==> config.mk <==
export PLATFORM = sky130hd
export DESIGN_NAME = ccr_lazy_eval
export DESIGN_NICKNAME = d
export VERILOG_FILES = /design/src/rtl/ccr_lazy_pkg.sv /design/src/rtl/ccr_sub_rule.sv /design/src/rtl/ccr_add_rule.sv /design/src/rtl/ccr_flag_eval.sv /design/src/rtl/ccr_ext_alu.sv /design/src/rtl/ccr_lazy_eval.sv
export SDC_FILE = /design/constraint.sdc
export NUM_CORES = 1
export LEC_CHECK = 0
export CORE_MARGIN = 3
export CORE_UTILIZATION = 31
export DETAILED_ROUTE_END_ITERATION = 6
export PLACE_DENSITY = 0.6
export SYNTH_ARGS = -nofsm -noshare
export SYNTH_HDL_FRONTEND = slang
export SYNTH_SLANG_ARGS = --single-unit
==> constraint.sdc <==
create_clock -name clk -period 10.05 [get_ports clk]
set_input_delay 2.5125 -clock clk [delete_from_list [all_inputs] [get_ports clk]]
set_output_delay 2.5125 -clock clk [all_outputs]
set_load 0.01 [all_outputs]
==> src/rtl/ccr_lazy_pkg.sv <==
package ccr_lazy_pkg;

    typedef enum logic [3:0] {
        CLS_DIRECT = 4'd0,
        CLS_LOGIC  = 4'd1,
        CLS_ADD    = 4'd2,
        CLS_SUB    = 4'd3,
        CLS_CMPB   = 4'd4,
        CLS_CMPW   = 4'd5,
        CLS_ADDX   = 4'd6,
        CLS_SUBX   = 4'd7,
        CLS_SHIFT  = 4'd8
    } cc_class_e;

    localparam int FLG_C = 0;
    localparam int FLG_V = 1;
    localparam int FLG_Z = 2;
    localparam int FLG_N = 3;
    localparam int SR_X  = 4;
    localparam int NFLG  = 4;

    function automatic logic class_known(input logic [3:0] code);
        return code <= CLS_SHIFT;
    endfunction

endpackage

==> src/rtl/ccr_sub_rule.sv <==
// Subtract-style flag rule at width W: rebuild op1 = res + src + CIN.
module ccr_sub_rule #(
    parameter int W   = 32,
    parameter int CIN = 0
) (
    input  logic [W-1:0] src,
    input  logic [W-1:0] res,
    output logic         n,
    output logic         z,
    output logic         c,
    output logic         v
);
    logic [W-1:0] op1;
    logic [W-1:0] ovf;

    always_comb begin
        op1 = res + src + W'(CIN);
        ovf = (op1 ^ res) & (op1 ^ src);
        z   = (res == '0);
        n   = !z && res[W-1];
        c   = (CIN != 0) ? (op1 <= src) : (op1 < src);
        v   = ovf[W-1];
    end
endmodule

==> src/rtl/ccr_add_rule.sv <==
// Add-style flag rule at width W: rebuild op1 = res - src - CIN.
module ccr_add_rule #(
    parameter int W   = 32,
    parameter int CIN = 0
) (
    input  logic [W-1:0] src,
    input  logic [W-1:0] res,
    output logic         c,
    output logic         v
);
    logic [W-1:0] op1;
    logic [W-1:0] ovf;

    always_comb begin
        op1 = res - src - W'(CIN);
        ovf = (src ^ res) & ~(op1 ^ src);
        c   = (CIN != 0) ? (res <= src) : (res < src);
        v   = ovf[W-1];
    end
endmodule

==> src/rtl/ccr_flag_eval.sv <==
module ccr_flag_eval
    import ccr_lazy_pkg::*;
#(
    parameter int DW = 32
) (
    input  logic [3:0]      cls,
    input  logic [DW-1:0]   src,
    input  logic [DW-1:0]   res,
    output logic [NFLG-1:0] flags,
    output logic            known
);
    localparam int NSUB = 3;

    logic [NSUB-1:0] sn, sz, sc, sv;
    logic            xn, xz, xc, xv;
    logic            ac, av, axc, axv;
    logic            fz, fn;

    // Narrow (8, 16) and full-width subtract rules.
    for (genvar g = 0; g < NSUB; g++) begin : g_sub
        localparam int SW = (g == NSUB - 1) ? DW : (8 << g);
        ccr_sub_rule #(.W(SW), .CIN(0)) u_rule (
            .src (src[SW-1:0]),
            .res (res[SW-1:0]),
            .n   (sn[g]),
            .z   (sz[g]),
            .c   (sc[g]),
            .v   (sv[g])
        );
    end

    ccr_sub_rule #(.W(DW), .CIN(1)) u_subx (
        .src (src), .res (res), .n (xn), .z (xz), .c (xc), .v (xv)
    );
    ccr_add_rule #(.W(DW), .CIN(0)) u_add (
        .src (src), .res (res), .c (ac), .v (av)
    );
    ccr_add_rule #(.W(DW), .CIN(1)) u_addx (
        .src (src), .res (res), .c (axc), .v (axv)
    );

    always_comb begin
        fz    = (res == '0);
        fn    = !fz && res[DW-1];
        known = 1'b1;
        flags = '0;
        case (cls)
            CLS_DIRECT: flags = res[NFLG-1:0];
            CLS_LOGIC:  flags = {fn, fz, 1'b0, 1'b0};
            CLS_ADD:    flags = {fn, fz, av, ac};
            CLS_SUB:    flags = {sn[2], sz[2], sv[2], sc[2]};
            CLS_CMPB:   flags = {sn[0], sz[0], sv[0], sc[0]};
            CLS_CMPW:   flags = {sn[1], sz[1], sv[1], sc[1]};
            CLS_ADDX:   flags = {fn, fz, axv, axc};
            CLS_SUBX:   flags = {xn, xz, xv, xc};
            CLS_SHIFT:  flags = {fn, fz, 1'b0, (src != '0)};
            default: begin
                known = 1'b0;
                flags = '0;
            end
        endcase
    end

    // a rebuilt (non-direct) flag set never shows N and Z together
    always_comb begin
        if (known && cls != CLS_DIRECT) begin
            a_r2_nz_disjoint: assert (!(flags[FLG_N] && flags[FLG_Z]));
        end
    end
endmodule

==> src/rtl/ccr_ext_alu.sv <==
module ccr_ext_alu
    import ccr_lazy_pkg::*;
#(
    parameter int DW = 32
) (
    input  logic [DW-1:0] op_a,
    input  logic [DW-1:0] op_b,
    input  logic          sub,
    input  logic          x_in,
    output logic [DW-1:0] res,
    output logic          x_out,
    output logic [3:0]    cls
);
    always_comb begin
        if (sub) begin
            res   = op_a - op_b - DW'(x_in);
            x_out = x_in ? (op_a <= op_b) : (op_a < op_b);
            cls   = x_in ? CLS_SUBX : CLS_SUB;
        end else begin
            res   = op_a + op_b + DW'(x_in);
            x_out = x_in ? (res <= op_b) : (res < op_b);
            cls   = x_in ? CLS_ADDX : CLS_ADD;
        end
    end
endmodule

==> src/rtl/ccr_lazy_eval.sv <==
module ccr_lazy_eval
    import ccr_lazy_pkg::*;
#(
    parameter int DW  = 32,
    parameter int SRW = 16
) (
    input  logic            clk,
    input  logic            rst_n,
    input  logic            sr_wr_valid,
    input  logic [SRW-1:0]  sr_wr_data,
    input  logic            ext_valid,
    input  logic            ext_sub,
    input  logic [DW-1:0]   ext_a,
    input  logic [DW-1:0]   ext_b,
    input  logic            rec_valid,
    input  logic [3:0]      rec_class,
    input  logic [DW-1:0]   rec_src,
    input  logic [DW-1:0]   rec_res,
    input  logic            flush_valid,
    output logic [SRW-1:0]  status_o,
    output logic [DW-1:0]   ext_res_o,
    output logic            err_o
);
    localparam int HIW = SRW - SR_X - 1;

    typedef struct packed {
        logic [3:0]     cls;
        logic [DW-1:0]  src;
        logic [DW-1:0]  res;
        logic [HIW-1:0] sr_hi;
        logic           x;
        logic           err;
        logic [DW-1:0]  ext_res;
    } state_t;

    state_t st_q, st_d;

    logic [NFLG-1:0] cur_flags, new_flags, merged;
    logic            cur_known, new_known;
    logic [DW-1:0]   alu_res;
    logic            alu_x;
    logic [3:0]      alu_cls;
    logic            sr_go, ext_go, rec_go, fl_go;

    // Live flags from the pending record.
    ccr_flag_eval #(.DW(DW)) u_cur_eval (
        .cls   (st_q.cls),
        .src   (st_q.src),
        .res   (st_q.res),
        .flags (cur_flags),
        .known (cur_known)
    );

    ccr_ext_alu #(.DW(DW)) u_ext_alu (
        .op_a  (ext_a),
        .op_b  (ext_b),
        .sub   (ext_sub),
        .x_in  (st_q.x),
        .res   (alu_res),
        .x_out (alu_x),
        .cls   (alu_cls)
    );

    // Flags of the extended result, before the sticky-Z merge.
    ccr_flag_eval #(.DW(DW)) u_ext_eval (
        .cls   (alu_cls),
        .src   (ext_b),
        .res   (alu_res),
        .flags (new_flags),
        .known (new_known)
    );

    always_comb begin
        sr_go  = sr_wr_valid;
        ext_go = ext_valid && !sr_wr_valid;
        rec_go = rec_valid && !sr_wr_valid && !ext_valid;
        fl_go  = flush_valid && !sr_wr_valid && !ext_valid && !rec_valid;

        merged        = new_known ? new_flags : cur_flags;
        merged[FLG_Z] = new_flags[FLG_Z] & cur_flags[FLG_Z];

        st_d     = st_q;
        st_d.err = 1'b0;
        if (sr_go) begin
            st_d.sr_hi = sr_wr_data[SRW-1:SR_X+1];
            st_d.x     = sr_wr_data[SR_X];
            st_d.cls   = CLS_DIRECT;
            st_d.src   = '0;
            st_d.res   = DW'(sr_wr_data[NFLG-1:0]);
        end else if (ext_go) begin
            st_d.cls     = CLS_DIRECT;
            st_d.src     = '0;
            st_d.res     = DW'(merged);
            st_d.x       = alu_x;
            st_d.ext_res = alu_res;
        end else if (rec_go) begin
            if (class_known(rec_class)) begin
                st_d.cls = rec_class;
                st_d.src = rec_src;
                st_d.res = rec_res;
            end else begin
                st_d.err = 1'b1;
            end
        end else if (fl_go && cur_known) begin
            st_d.cls = CLS_DIRECT;
            st_d.src = '0;
            st_d.res = DW'(cur_flags);
        end
    end

    always_ff @(posedge clk) begin
        if (!rst_n) begin
            st_q <= '0;
        end else begin
            st_q <= st_d;
        end
    end

    assign status_o  = {st_q.sr_hi, st_q.x, cur_flags};
    assign ext_res_o = st_q.ext_res;
    assign err_o     = st_q.err;

    // once Z is clear, an extended operation cannot set it again
    a_r9_sticky_zero: assert property (@(posedge clk) disable iff (!rst_n)
        (ext_go && !status_o[FLG_Z]) |=> !status_o[FLG_Z]);

    // upper status bits move only on a status write
    a_r10_upper_hold: assert property (@(posedge clk) disable iff (!rst_n)
        !sr_wr_valid |=> $stable(status_o[SRW-1:SR_X+1]));

    // X is touched only by status writes and extended operations
    a_r8_x_hold: assert property (@(posedge clk) disable iff (!rst_n)
        (!sr_wr_valid && !ext_valid) |=> $stable(status_o[SR_X]));

    // a bad class code is rejected and flagged
    a_r11_bad_class: assert property (@(posedge clk) disable iff (!rst_n)
        (rec_go && !class_known(rec_class)) |=> (err_o && $stable(status_o)));

    // a flush does not change the visible flags
    a_r12_flush_same: assert property (@(posedge clk) disable iff (!rst_n)
        fl_go |=> $stable(status_o));
endmodule

==> impl_metrics.yaml <==
global_routing:
  maximum_number_of_pins_on_one_net_before_global_route_repair: 65
  overall_overflow_remaining_after_global_route: 0
  grt_util_all_layers_pct: 22.91
  via_count_of_the_first_global_routing_pass: 23050
  grt_antenna_before_repair: 3
  grt_pass1_wl_mm: 139.0
logic_synthesis:
  area_fraction_in_and_or_nand_and_nor_cells_after_synthesis_pct: 21.84
  synthCells: 3124
  yosysTopAreaCellShare_pct: 22.39
  syn_area_per_cell_um2: 7.280
  synth.lib_cells_used.distinct: 106
  synth_sequential_area_ratio_pct: 9.947
  yosys_warnings: 0
  synth_top_family_by_area: "compound AO/OA/AOI/OAI gates"
  synthMostInstantiatedCell: "ha_1"
  synth_area_leader_cell: "ha_1"
  yosys.area_share.xor_xnor_pct: 7.719
  synth-adder-area-share_pct: 23.10
  synth_top_flop_cell: "dfxtp_1"
  synthArstFlopShare_pct: 0
  netlist_top_cells_area: "ha_1 22%, dfxtp_1 9.9%, xnor2_1 5.9%, a21oi_1 5.8%, nor2_1 5.2%"
  area_of_the_mapped_netlist_um2: 22740
  synth_top_cells_by_count: "407 x ha_1, 314 x nor2_1, 267 x inv_1"
  postSynthRegisterBits: 113
  post_synth_mux_area_share_pct: 1.920
  compound_gate_fraction_of_synth_area_pct: 27.34
  synth_fp_nets: 3694
  synth_enable_flop_cells: 0
timing:
  achievable-frequency_mhz: 103.5
  final-hold-violation-count: 0
  timing.setup.tns_ps: 0
  timing.max_slew.rel_slack_pct: 33.27
  final_critical_period_ps: 9663
  clock_skew_ps: 19.92
  final.setup.worst_slack_ps: 387.1
  maxSlewViolCount: 0
  whs_ps: 455.8
  period_share_pct: 96.15
  worst_slew_pin_slew_ps: 1001
  report.final.setup_viol: 0
power:
  power.leakage_nw: 12.02
  vdd.ir_drop.worst_mv: 0.09950
  cellPowerDensity_nw_per_um2: 144.2
critical_path:
  cp.arrival_ps: 10010
  r2r_setup_slack_ps: 2170
  endpoint: "st_q[45]"
  start_kind: "input port"
  worst_setup_path_end_kind: "flop"
  reg2reg_from: "status_o[4]"
  worstPathMaxFanout: 4
  required_time_of_the_critical_path_ps: 10390
  crit_path_top_delay_cell: "clkdlybuf4s50_1"
  reg2regPathDepth: 34
  timing_worst_setup_path_type: "in2reg"
  timing.critical_path.from: "ext_b[0]"
  timing.rr.end: "st_q[45]"
  cp_slowest_stage_delay_ps: 550
run:
  drv.max_cap_violation_count: 0
drt:
  totalWireLength_mm: 91.80
  detail_route.vias_per_cell: 5.637
  routed_wire_length_per_instance_um: 21.33
  post-route-drc-count: 0
  detail-route-antenna-nets: 0
  routed-via-count: 24250
  drt-initial-drc-count: 2052
  dr.pass1.iters: 6
die:
  io_pins: 204
  core.rowCount: 98
  initial_core_util_pct: 31.54
  die_width_um: 276.9
  die_area_um2: 76650
  core_area_um2: 72100
  dieHeight_um: 276.9
hold_path:
  min-delay-path-class: "reg2reg"
  hold_path.startpoint: "ext_res_o[24]"
finish:
  sequential_cell_area_um2: 2262
  post-route-util_pct: 37.57
  area_growth_pct: 19.12
  final_layout_size_suffix_gt1_share_pct: 8.532
  fill_count: 7741
  finish.cell_count_without_fillers: 4303
  final_net_count: 3909
  multi_input_area_um2: 18780
placement:
  place.detailed.hpwl_mm: 77.16
  place.detailed.instances: 4266
  worst_slack_at_placement_ps: -410.0
  final_weighted_congestion_in_routability_driven_placement: 0.9837
  port_buffers: 203
clock_network:
  cts_tree: "done"
  clock_insertion_delay_worst_skew_ps: 480
  tritoncts.num_buffers: 17
  cts-root-to-sink-buffers: 2
  worst_setup_hold_path_clk_slew_ps: 60
  htree_num_levels: 4
  clockRootBuffer: "clkbuf_16"
  tritoncts_num_sinks: 113
status:
  run_status: "finished clean"
[cell usage in the layout (no fill, tap or decap), types with 56 or more instances in the layout]
cell | synthesis | final
dfxtp_1 | 113 | 113
a22oi_1 | 69 | 69
nand3_1 | 62 | 62
nor2_1 | 314 | 313
ha_1 | 407 | 405
nand2b_1 | 58 | 58
nor2b_1 | 59 | 58
inv_1 | 267 | 267
xnor2_1 | 152 | 152
a21oi_1 | 264 | 259
clkdlybuf4s50_1 | 0 | 202
nor4_1 | 59 | 56
o21ai_0 | 139 | 134
nor3_1 | 65 | 65
buf_4 | 48 | 156
nand2_1 | 191 | 189
a21o_1 | 91 | 91
nand4_1 | 71 | 71
[routing by layer]
| layer | wire length, um | track usage [%] | up-vias |
|---|---|---|---|
| li1 | - | - | 11710 |
| met1 | 41600 | 30.69 | 11600 |
| met2 | 41910 | 37.93 | 834 |
| met3 | 5625 | 3.237 | 108 |
| met4 | 2668 | 7.045 | 0 |
| met5 | 0 | 0 | - |
[logic make-up after synthesis]
kind of cell	count (synthesis)
compound gates	929
xor+xnor	195
fa+ha+maj	415
buf+inv	435
flops	113
mux	42
simple gates	995
[sequential cells by signal (all words and copies together), names as in the netlist]
register	cells
ext_res_o	32
err_o	1
status_o	12
st_q	68
[critical path: cells and delay by family]
family	cells	cell delay, ps
xor gates and xnor gates	3	460
adders and majority gates	4	1240
AOI/OAI and AO/OA	14	2840
buffers and inverters	3	790
and+or+nand+nor	10	1820
muxes	1	340
[power breakdown]
part,internal [W],switching (W),leakage (nW)
Sequential,0.000465,0.0000162,0.919
Combinational,0.00117,0.00156,10.8
Clock,0.000424,0.000269,0.308
Total,0.00206,0.00185,12.0
[worst min-delay path by stage]
stage,cells after the start,endpoint
floorplan,2,ext_res_o[0]
global placement,2,ext_res_o[5]
detailed placement,2,ext_res_o[17]
CTS,2,ext_res_o[5]
global route,2,ext_res_o[24]
finish,2,ext_res_o[24]
[metrics by stage]
stage / total power (W) / cell area (um^2)
after floorplan: 0.002203 / 22740
after global placement: 0.003138 / 26290
final: 0.003907 / 27090
after global routing: 0.004187 / 27090
after CTS: 0.003849 / 26930
after detailed placement: 0.003132 / 26290
[area by class of cell]
cell class	instances	share of cell area, %
multi-input cells	2576	69.31
repair buffers	359	11.81
flip-flops and latches	113	8.351
well taps	950	4.388
inverters	272	3.769
clock buffers	18	1.621
clock inverters	14	0.7436
diodes	1	0.009237
[timing repair]
action / in CTS / in global routing
hold endpoints to repair: 0 / 0
setup endpoints to repair: 0 / 3
buffers inserted: 0 / 4
hold buffers: 0 / 0
gates resized for setup: 0 / 29
Power figures use the tool's default switching activity.
